===== config.mk =====
export PLATFORM = sky130hd
export DESIGN_NAME = chr_mirror_sel
export DESIGN_NICKNAME = d
export VERILOG_FILES = /design/src/rtl/chrsel_pkg.sv /design/src/rtl/chrsel_bank_mux.sv /design/src/rtl/chrsel_outer_hi.sv /design/src/rtl/chrsel_mirror.sv /design/src/rtl/chr_mirror_sel.sv
export SDC_FILE = /design/constraint.sdc
export NUM_CORES = 1
export LEC_CHECK = 0
export BUFFER_PORTS_ARGS = -buffer_cell sky130_fd_sc_hd__buf_2
export CORE_ASPECT_RATIO = 1.2
export CORE_UTILIZATION = 36
export CTS_BUF_LIST = sky130_fd_sc_hd__clkbuf_4
export CTS_CLUSTER_SIZE = 14
export DETAILED_ROUTE_END_ITERATION = 6
export GPL_ROUTABILITY_DRIVEN = 0
export GPL_TIMING_DRIVEN = 0
export PLACE_DENSITY = 0.77
export SLEW_MARGIN = 0
export SYNTH_ARGS = -nofsm -noshare
export SYNTH_HDL_FRONTEND = slang
export SYNTH_HIERARCHICAL = 1
export SYNTH_SLANG_ARGS = --single-unit

===== constraint.sdc =====
create_clock -name clk -period 0.8 [get_ports clk]
set_input_delay 0.04 -clock clk [delete_from_list [all_inputs] [get_ports clk]]
set_output_delay 0.04 -clock clk [all_outputs]
set_load 0.005 [all_outputs]

===== src/rtl/chrsel_pkg.sv =====
// Shared types for the CHR address / mirroring selector.
// Assumes a 2-bit mirroring code consumed by the nametable decoder.
package chrsel_pkg;
    typedef enum logic [1:0] {
        MIR_VERT   = 2'd0,
        MIR_HORZ   = 2'd1,
        MIR_ONE_LO = 2'd2,
        MIR_ONE_HI = 2'd3
    } mirror_e;
endpackage


===== src/rtl/chrsel_bank_mux.sv =====
// Builds the inner CHR window (line 17 down to line 13).
// Lines 16..13 come from the inner controller or from the outer 8 KiB bank;
// line 17 comes from the inner controller or from an outer pin bit.
// Assumes the inner bank bus is one bit wider than the 8 KiB bank field.
module chrsel_bank_mux #(
    parameter int BANK8K_W = 4
) (
    input  logic [BANK8K_W:0]   inner_bank,
    input  logic                use_8k,
    input  logic [BANK8K_W-1:0] bank_8k,
    input  logic                top_from_outer,
    input  logic                top_outer_bit,
    output logic [BANK8K_W:0]   window
);
    // Pick each part of the window from its selected source.
    always_comb begin
        window[BANK8K_W-1:0] = use_8k ? bank_8k : inner_bank[BANK8K_W-1:0];
        window[BANK8K_W]     = top_from_outer ? top_outer_bit : inner_bank[BANK8K_W];
    end
endmodule


===== src/rtl/chrsel_outer_hi.sv =====
// Routes the two outer high CHR lines, optionally exchanging them for the
// alternate board wiring. Pure wiring; the variant is fixed at elaboration.
module chrsel_outer_hi #(
    parameter bit SWAP_HI = 1'b0
) (
    input  logic [1:0] hi_in,
    output logic [1:0] hi_out
);
    generate
        if (SWAP_HI) begin : g_swapped
            // Exchange the two lines.
            always_comb hi_out = {hi_in[0], hi_in[1]};
        end else begin : g_straight
            // Pass the lines unchanged.
            always_comb hi_out = hi_in;
        end
    endgenerate
endmodule


===== src/rtl/chrsel_mirror.sv =====
// Chooses the nametable mirroring code. A forced single-screen mode takes
// priority; otherwise the inner mirroring bits are decoded, with the
// single-screen request bit honoured only when extended mode is enabled.
module chrsel_mirror
    import chrsel_pkg::*;
(
    input  logic [1:0] inner_mirr,
    input  logic       ext_en,
    input  logic       force_one,
    input  logic       r6_b4,
    output mirror_e    mode
);
    // Priority decode of the mirroring source.
    always_comb begin
        if (force_one)
            mode = r6_b4 ? MIR_ONE_HI : MIR_ONE_LO;
        else if (ext_en && inner_mirr[1])
            mode = inner_mirr[0] ? MIR_ONE_HI : MIR_ONE_LO;
        else
            mode = inner_mirr[0] ? MIR_HORZ : MIR_VERT;
    end
endmodule


===== src/rtl/chr_mirror_sel.sv =====
// Top of the CHR upper address and mirroring selector.
// Combines the inner window, the outer high lines and the pass-through low
// address, then registers the address and mirroring code once.
// Assumes a synchronous active-low reset; reset value is address 0, vertical.
module chr_mirror_sel
    import chrsel_pkg::*;
#(
    parameter int LOW_W    = 13,
    parameter int BANK8K_W = 4,
    parameter bit SWAP_HI  = 1'b0
) (
    input  logic                      clk,
    input  logic                      rst_n,
    input  logic [LOW_W-1:0]          ppu_addr,
    input  logic [BANK8K_W:0]         inner_chr_bank,
    input  logic [1:0]                inner_mirr,
    input  logic                      a17_from_outer,
    input  logic                      a17_outer_bit,
    input  logic [1:0]                outer_hi,
    input  logic                      mirr_ext_en,
    input  logic [BANK8K_W-1:0]       bank_8k,
    input  logic                      use_8k_bank,
    input  logic                      force_one_screen,
    input  logic                      prg_r6_b4,
    output logic [LOW_W+BANK8K_W+2:0] chr_addr,
    output logic [1:0]                mirror_sel
);
    localparam int WIN_W  = BANK8K_W + 1;
    localparam int ADDR_W = LOW_W + WIN_W + 2;

    logic [WIN_W-1:0]  win;
    logic [1:0]        hi;
    mirror_e           mir_next;
    logic [ADDR_W-1:0] addr_next;

    chrsel_bank_mux #(.BANK8K_W(BANK8K_W)) u_bank (
        .inner_bank     (inner_chr_bank),
        .use_8k         (use_8k_bank),
        .bank_8k        (bank_8k),
        .top_from_outer (a17_from_outer),
        .top_outer_bit  (a17_outer_bit),
        .window         (win)
    );

    chrsel_outer_hi #(.SWAP_HI(SWAP_HI)) u_hi (
        .hi_in  (outer_hi),
        .hi_out (hi)
    );

    chrsel_mirror u_mir (
        .inner_mirr (inner_mirr),
        .ext_en     (mirr_ext_en),
        .force_one  (force_one_screen),
        .r6_b4      (prg_r6_b4),
        .mode       (mir_next)
    );

    // Concatenate the full address from its three slices.
    always_comb addr_next = {hi, win, ppu_addr};

    // Output register with synchronous active-low reset.
    always_ff @(posedge clk) begin
        if (!rst_n) begin
            chr_addr   <= '0;
            mirror_sel <= MIR_VERT;
        end else begin
            chr_addr   <= addr_next;
            mirror_sel <= mir_next;
        end
    end
endmodule


After elaboration in Yosys (flattened, before gate mapping)
Index checks and enable logic that the tools add are counted.
- word-level logic and storage cells: 10
- register bits: 22
- bits of input ports: 34
- mux-type cells: 7
- reductions and logical operators: 1
- operator list (cell ; number):
    $mux W1 ; 4
    $mux W2 ; 2
    $mux W4 ; 1
    $logic_and A1 B1 Y1 ; 1

Depth between registers and ports, before layout
Gate-level depths: netlist (run 1).
- depth in word-level cells: 3
- depth in mapped cells: 2
- gate-level depth less buffers: 2

By module
Netlist (run 1), hierarchy kept.
- modules (own cells, without submodules) (module ; cells each ; instances ; area an instance (um2)):
    chr_mirror_sel ; 46 ; 1 ; 620.6
    chrsel_bank_mux ; 5 ; 1 ; 56.3
    chrsel_mirror ; 2 ; 1 ; 23.8
    chrsel_outer_hi ; 2 ; 1 ; 15.0

Worst setup path before layout (run 1)
Ideal clock, no wire load.
- path type: input-to-reg
- from: input port use_8k_bank
- to: register chr_addr[13]
- stages: 2
- path slack: 174 ps
- library setup time: 116 ps
- arrival time: 510 ps
- path buffers: 0
- path through: mux2_2 > and2_2
- word-level cells in the longest chain between the ends: 1
- RTL lines (what ; line ; RTL):
    start, declared ; chr_mirror_sel.sv:22 ; input logic use_8k_bank,
    $mux W4 ; chrsel_bank_mux.sv:17 ; window[BANK8K_W-1:0] = use_8k ? bank_8k : inner_bank[BANK8K_W-1:0];
    end signal, assigned ; chr_mirror_sel.sv:67 ; chr_addr <= addr_next;
    end, declared ; chr_mirror_sel.sv:25 ; output logic [LOW_W+BANK8K_W+2:0] chr_addr,
No other way between the ends.
A chain may end at the register's enable or synchronous reset.

Worst setup path in the final report (run 1)
- from: register mirror_sel[0]
- to: output port mirror_sel[0]
- RTL lines (what ; line ; RTL):
    start, declared ; chr_mirror_sel.sv:26 ; output logic [1:0] mirror_sel
    start signal, assigned ; chr_mirror_sel.sv:68 ; mirror_sel <= mir_next;
No word-level cell between the ends.

==> results_dict.tcl, run 1 <==
set metrics [dict create \
    status "finished, final reports clean" \
    timing.fmax_ghz 1.28 \
    p_per_area_nw_per_um2 1650 \
    min_period_ns 0.781 \
    endpoint_kind "primary output" \
    ys_dominant_reg_cell "dfxtp_1" \
    wire_per_inst_um 9.51 \
    ys_seq_area_share_pct 61.5 \
    finalPower_mw 1.98 \
    die_y_um 50.8 \
    synth_commonest_cells "dfxtp_1, and2_2, and2_1, mux2_2" \
    slowest_stage "dfxtp_2" \
    netlist_instances 55 \
    max_cap_viol_count 0 \
    coreArea_um2 1850 \
    path_max_fanout 1 \
    cts_tree "built" \
    portBuffers 53 \
    max_stage_delay_ns 0.34 \
    vdd_drop_max_v 0.000927 \
    leakage_nw 0.617 \
    synthArstFlopShare_pct 0 \
    synth_top_area_share_pct 61.5 \
    fill_cells 159 \
    rsz0062_at_grt "yes" \
    seq_area_um2 444 \
    cp_top_family "flip-flops" \
    synth_area_leaders "dfxtp_1, and2_2, mux2_2" \
    drt_iter0_markers 2 \
    drv_slew 0 \
    syn_area_um2 716 \
    first_pass_iters 3 \
    synth_seq_cells 22 \
    synthDistinctLibCells 8 \
    arrival_ns 0.74 \
    grt_max_degree 13 \
    p_int_mw 1.57 \
    nets 162 \
    vias 608 \
    hold_path.class "primary input to register" \
    clk_pin_slew_ns 0.11 \
    fin_crit_sh_pct 97.6 \
    synth.avg_cell_area_um2 13.0 \
    p_sw_uw 415 \
    synth.most_common_cell "dfxtp_1" \
    die_w_um 42.7 \
    multi_input_area_um2 238 \
    start_kind "register" \
    seqPwrFrac_pct 59.2 \
    postPlaceCellArea_um2 1000 \
    numCtsBuffers 3 \
    grt_usage_pct 12.8 \
    final_util_pct 65.0 \
    yosysWarnings 6 \
    cts_sinks 22 \
    setup_violations 0 \
    switching_share_pct 20.9 \
    areaGrowthSynthToFinish_pct 68.2 \
    cts_root_buffer "clkbuf_4" \
    synth.largest_area_cell "dfxtp_1" \
    path_class "register to primary output" \
    grt_pass1_wl_mm 2.08 \
    synth-edff-count 0 \
    finalHoldViolations 0 \
    critical_path_buf_inv_count 1 \
    drc 0 \
    pwr-share-comb_pct 16.0 \
    crit_required_ns 0.76 \
    max_slew_margin_pct 92.3 \
    path_cells "buf_6" \
    n_antenna_cell 0 \
    via_per_inst 4.16 \
    routed_wl_mm 1.39 \
    drive_above_1_share_pct 67.7 \
    row_count 17 \
    die_area_um2 2170 \
    tightestPinTransition_ns 0.116 \
    pwr-share-clk_pct 24.8 \
    finalInstanceArea_um2 1200 \
    pin_count 56 \
    grt_pass1_vias 560 \
    grt-ovfl-total 0 \
    cts_buffer_depth 2 \
    antenna_found_initial 0 \
    h-tree-depth 1 \
    syn-num-nets 89 \
    drtAntennaViolNets 0 \
    start_util_pct 38.7 \
]
registers in the layout, indices dropped and copies added, names as in the netlist:
register and flops:
chr_addr 20, mirror_sel 2
kinds of logic (layout without fill, tap and decap cells):
kind of cell / Yosys count / count (layout) / share of synthesized area (%)
AO/OA/AOI/OAI: 1 / 1 / 1.22
buffers and inverters: 4 / 76 / 5.24
AND/OR/NAND/NOR: 22 / 22 / 22.0
multiplexers: 6 / 6 / 9.96
flip-flops: 22 / 22 / 61.5
per-stage QoR:
| step | hold WS, ns | setup slack (ns) | TNS [ns] | std cells |
|---|---|---|---|---|
| after floorplan | 0.167 | 0.174 | 0 | 55 |
| after global placement | 0.250 | 0.0191 | 0 | 127 |
| after detailed placement | 0.250 | 0.0117 | 0 | 127 |
| after CTS | 0.0115 | 0.0169 | 0 | 146 |
| after global routing | 0.0119 | -0.0206 | -0.125 | 146 |
| final | 0.0228 | 0.0191 | 0 | 146 |
layer usage:
layer / wire length [um] / part of all wire (%) / global-route usage (%) / vias up
met3: 142 / 10 / 2.83 / 0
met5: 0 / 0 / 0 / -
met2: 739 / 53 / 25.5 / 42
met1: 507 / 37 / 12.3 / 253
met4: 0 / 0 / 4.69 / 0
li1: - / - / - / 313
cell type report:
cell class	instances	share of cell area, %
buffer	4	3.12
clock buffer	3	1.87
clock inverter	1	0.312
multi-input combinational	29	19.8
sequential	22	36.9
tap	19	1.98
timing repair buffer	68	36.1
repair_timing:
action,in CTS,in global routing
endpoints found under the setup margin,0,15
buffers inserted,0,0
endpoints found under the hold margin,15,0
resized for setup,0,6
hold buffers,15,0
cell usage in the layout, fill, tap and decap left out:
master / count
mux2_4: 1
a21o_2: 1
and2_2: 16
clkinv_1: 1
buf_6: 5
dfxtp_1: 19
mux2_2: 5
dlygate4sd3_1: 15
and2_1: 6
dfxtp_2: 3
buf_2: 50
buf_4: 2
clkbuf_4: 3
worst paths after layout:
check | startpoint | cells past startpoint | end | slack (ns)
worst max-delay path | mirror_sel[0] | 1 | mirror_sel[0] | 0.02
worst min-delay path | rst_n | 2 | chr_addr[17] | 0.02
power by group through the flow:
stage	Sequential, mW	Clock (mW)	Combinational (mW)
global route	1.18	0.561	0.349
finish	1.17	0.492	0.318
global placement	1.19	0	0.248
floorplan	1.21	0	0.0984
CTS	1.17	0.520	0.310
detailed placement	1.20	0	0.254
Power figures use the tool's default switching activity.
==> run 2: changes to the inputs <==
CORE_ASPECT_RATIO = 1.5   (was 1.2)
==> results_dict.tcl, run 2 (synthesized netlist as in run 1, its figures left out) <==
set metrics [dict create \
    status "finished, final reports clean" \
    top_register "chr_addr" \
    grt-ovfl-total 0 \
    setup_violations 0 \
    cts_buffer_depth 2 \
    path_max_fanout 1 \
    rsz0062_at_grt "yes" \
    tightestPinTransition_ns 0.109 \
    fill_cells 155 \
    row_count 19 \
    fin_crit_sh_pct 95.8 \
    via_per_inst 4.10 \
    placed_cells 129 \
    vdd_drop_max_v 0.000893 \
    wire_per_inst_um 9.58 \
    nets 162 \
    arrival_ns 0.73 \
    clk_pin_slew_ns 0.11 \
    routed_wl_mm 1.42 \
    numCtsBuffers 3 \
    hold_path.class "primary input to register" \
    grt_pass1_vias 581 \
    critical_path_buf_inv_count 1 \
    drt_iter0_markers 13 \
    start_kind "register" \
    cts_root_buffer "clkbuf_4" \
    path_cells "buf_6" \
    n_antenna_cell 0 \
    max_stage_delay_ns 0.33 \
    first_pass_iters 2 \
    cp_top_family "flip-flops" \
    grt_max_degree 13 \
    cts_tree "built" \
    reg.largest.list "chr_addr: 20 flops, mirror_sel: 2 flops" \
    largest_reg_flops 20 \
    fin_setup_tns_ns 0 \
    start_util_pct 38.6 \
    drive_above_1_share_pct 66.9 \
    drv_slew 0 \
    coreArea_um2 1850 \
    die_area_um2 2170 \
    endpoint_kind "primary output" \
    max_slew_margin_pct 92.7 \
    leakage_nw 0.616 \
    portBuffers 53 \
    final_common_cell "buf_2" \
    slowest_stage "dfxtp_2" \
    finalHoldViolations 0 \
    drc 0 \
    pin_count 56 \
    min_period_ns 0.767 \
    timing.fmax_ghz 1.30 \
    cts_sinks 22 \
    crit_required_ns 0.76 \
    final_cells 148 \
    die_y_um 56.6 \
    h-tree-depth 1 \
    drtAntennaViolNets 0 \
    vias 607 \
    path_class "register to primary output" \
    antenna_found_initial 0 \
    final_cell_mix "buf_2, dfxtp_1, and2_2" \
    grt_usage_pct 14.5 \
    grt_pass1_wl_mm 2.15 \
    die_w_um 38.4 \
    areaGrowthSynthToFinish_pct 67.5 \
    p_per_area_nw_per_um2 1630 \
    max_cap_viol_count 0 \
]
## run 2: cell counts in the layout (fill, tap and decap cells not counted)
Identical to the previous run, type by type.
## run 2: stage by stage
| stage | power (mW) | utilization, % | hold slack (ns) | cell area [um2] | setup slack [ns] |
|---|---|---|---|---|---|
| floorplan | 1.31 | - | 0.167 | 716 | 0.174 |
| global placement | 1.44 | 54.3 | 0.252 | 1010 | 0.0198 |
| detailed placement | 1.45 | 54.3 | 0.250 | 1010 | 0.00728 |
| CTS | 1.99 | 63.8 | 0.0154 | 1180 | 0.0134 |
| global route | 2.08 | 64.6 | 0.0171 | 1200 | -0.0201 |
| finish | 1.96 | 64.6 | 0.0263 | 1200 | 0.0332 |
## run 2: path summary, 6_finish.rpt
kind / startpoint / endpoint / slack [ns] / cells after the start
worst max-delay path: chr_addr[0] / chr_addr[0] / 0.03 / 1
worst min-delay path: rst_n / chr_addr[17] / 0.03 / 2
## run 2: cell type report
class / instances / area [um2] / area share, %
timing repair buffer: 68 / 428 / 35.7
clock inverter: 1 / 3.75 / 0.313
sequential: 22 / 443 / 37.0
tap: 21 / 26.3 / 2.19
buffer: 4 / 37.5 / 3.13
clock buffer: 3 / 22.5 / 1.88
multi-input combinational: 29 / 238 / 19.8
## run 2: routing by layer
layer | vias to the layer above | GRT usage [%] | routed length (um)
met5 | - | 0 | 0
met4 | 0 | 8.87 | 21
met3 | 2 | 4.35 | 110
met2 | 29 | 26.2 | 816
met1 | 263 | 12.9 | 470
li1 | 313 | - | -
## run 2: report_power, final
group          switching, mW  internal, mW  total [mW]
Sequential            0.0139          1.16        1.17
Clock                  0.288         0.181       0.470
Combinational         0.0889         0.225       0.314
## run 2: timing repair
action	CTS	global route
gates resized for setup	0	4
endpoints found under the setup margin	0	17
buffers inserted	0	0
endpoints found under the hold margin	15	0
hold buffers	15	0
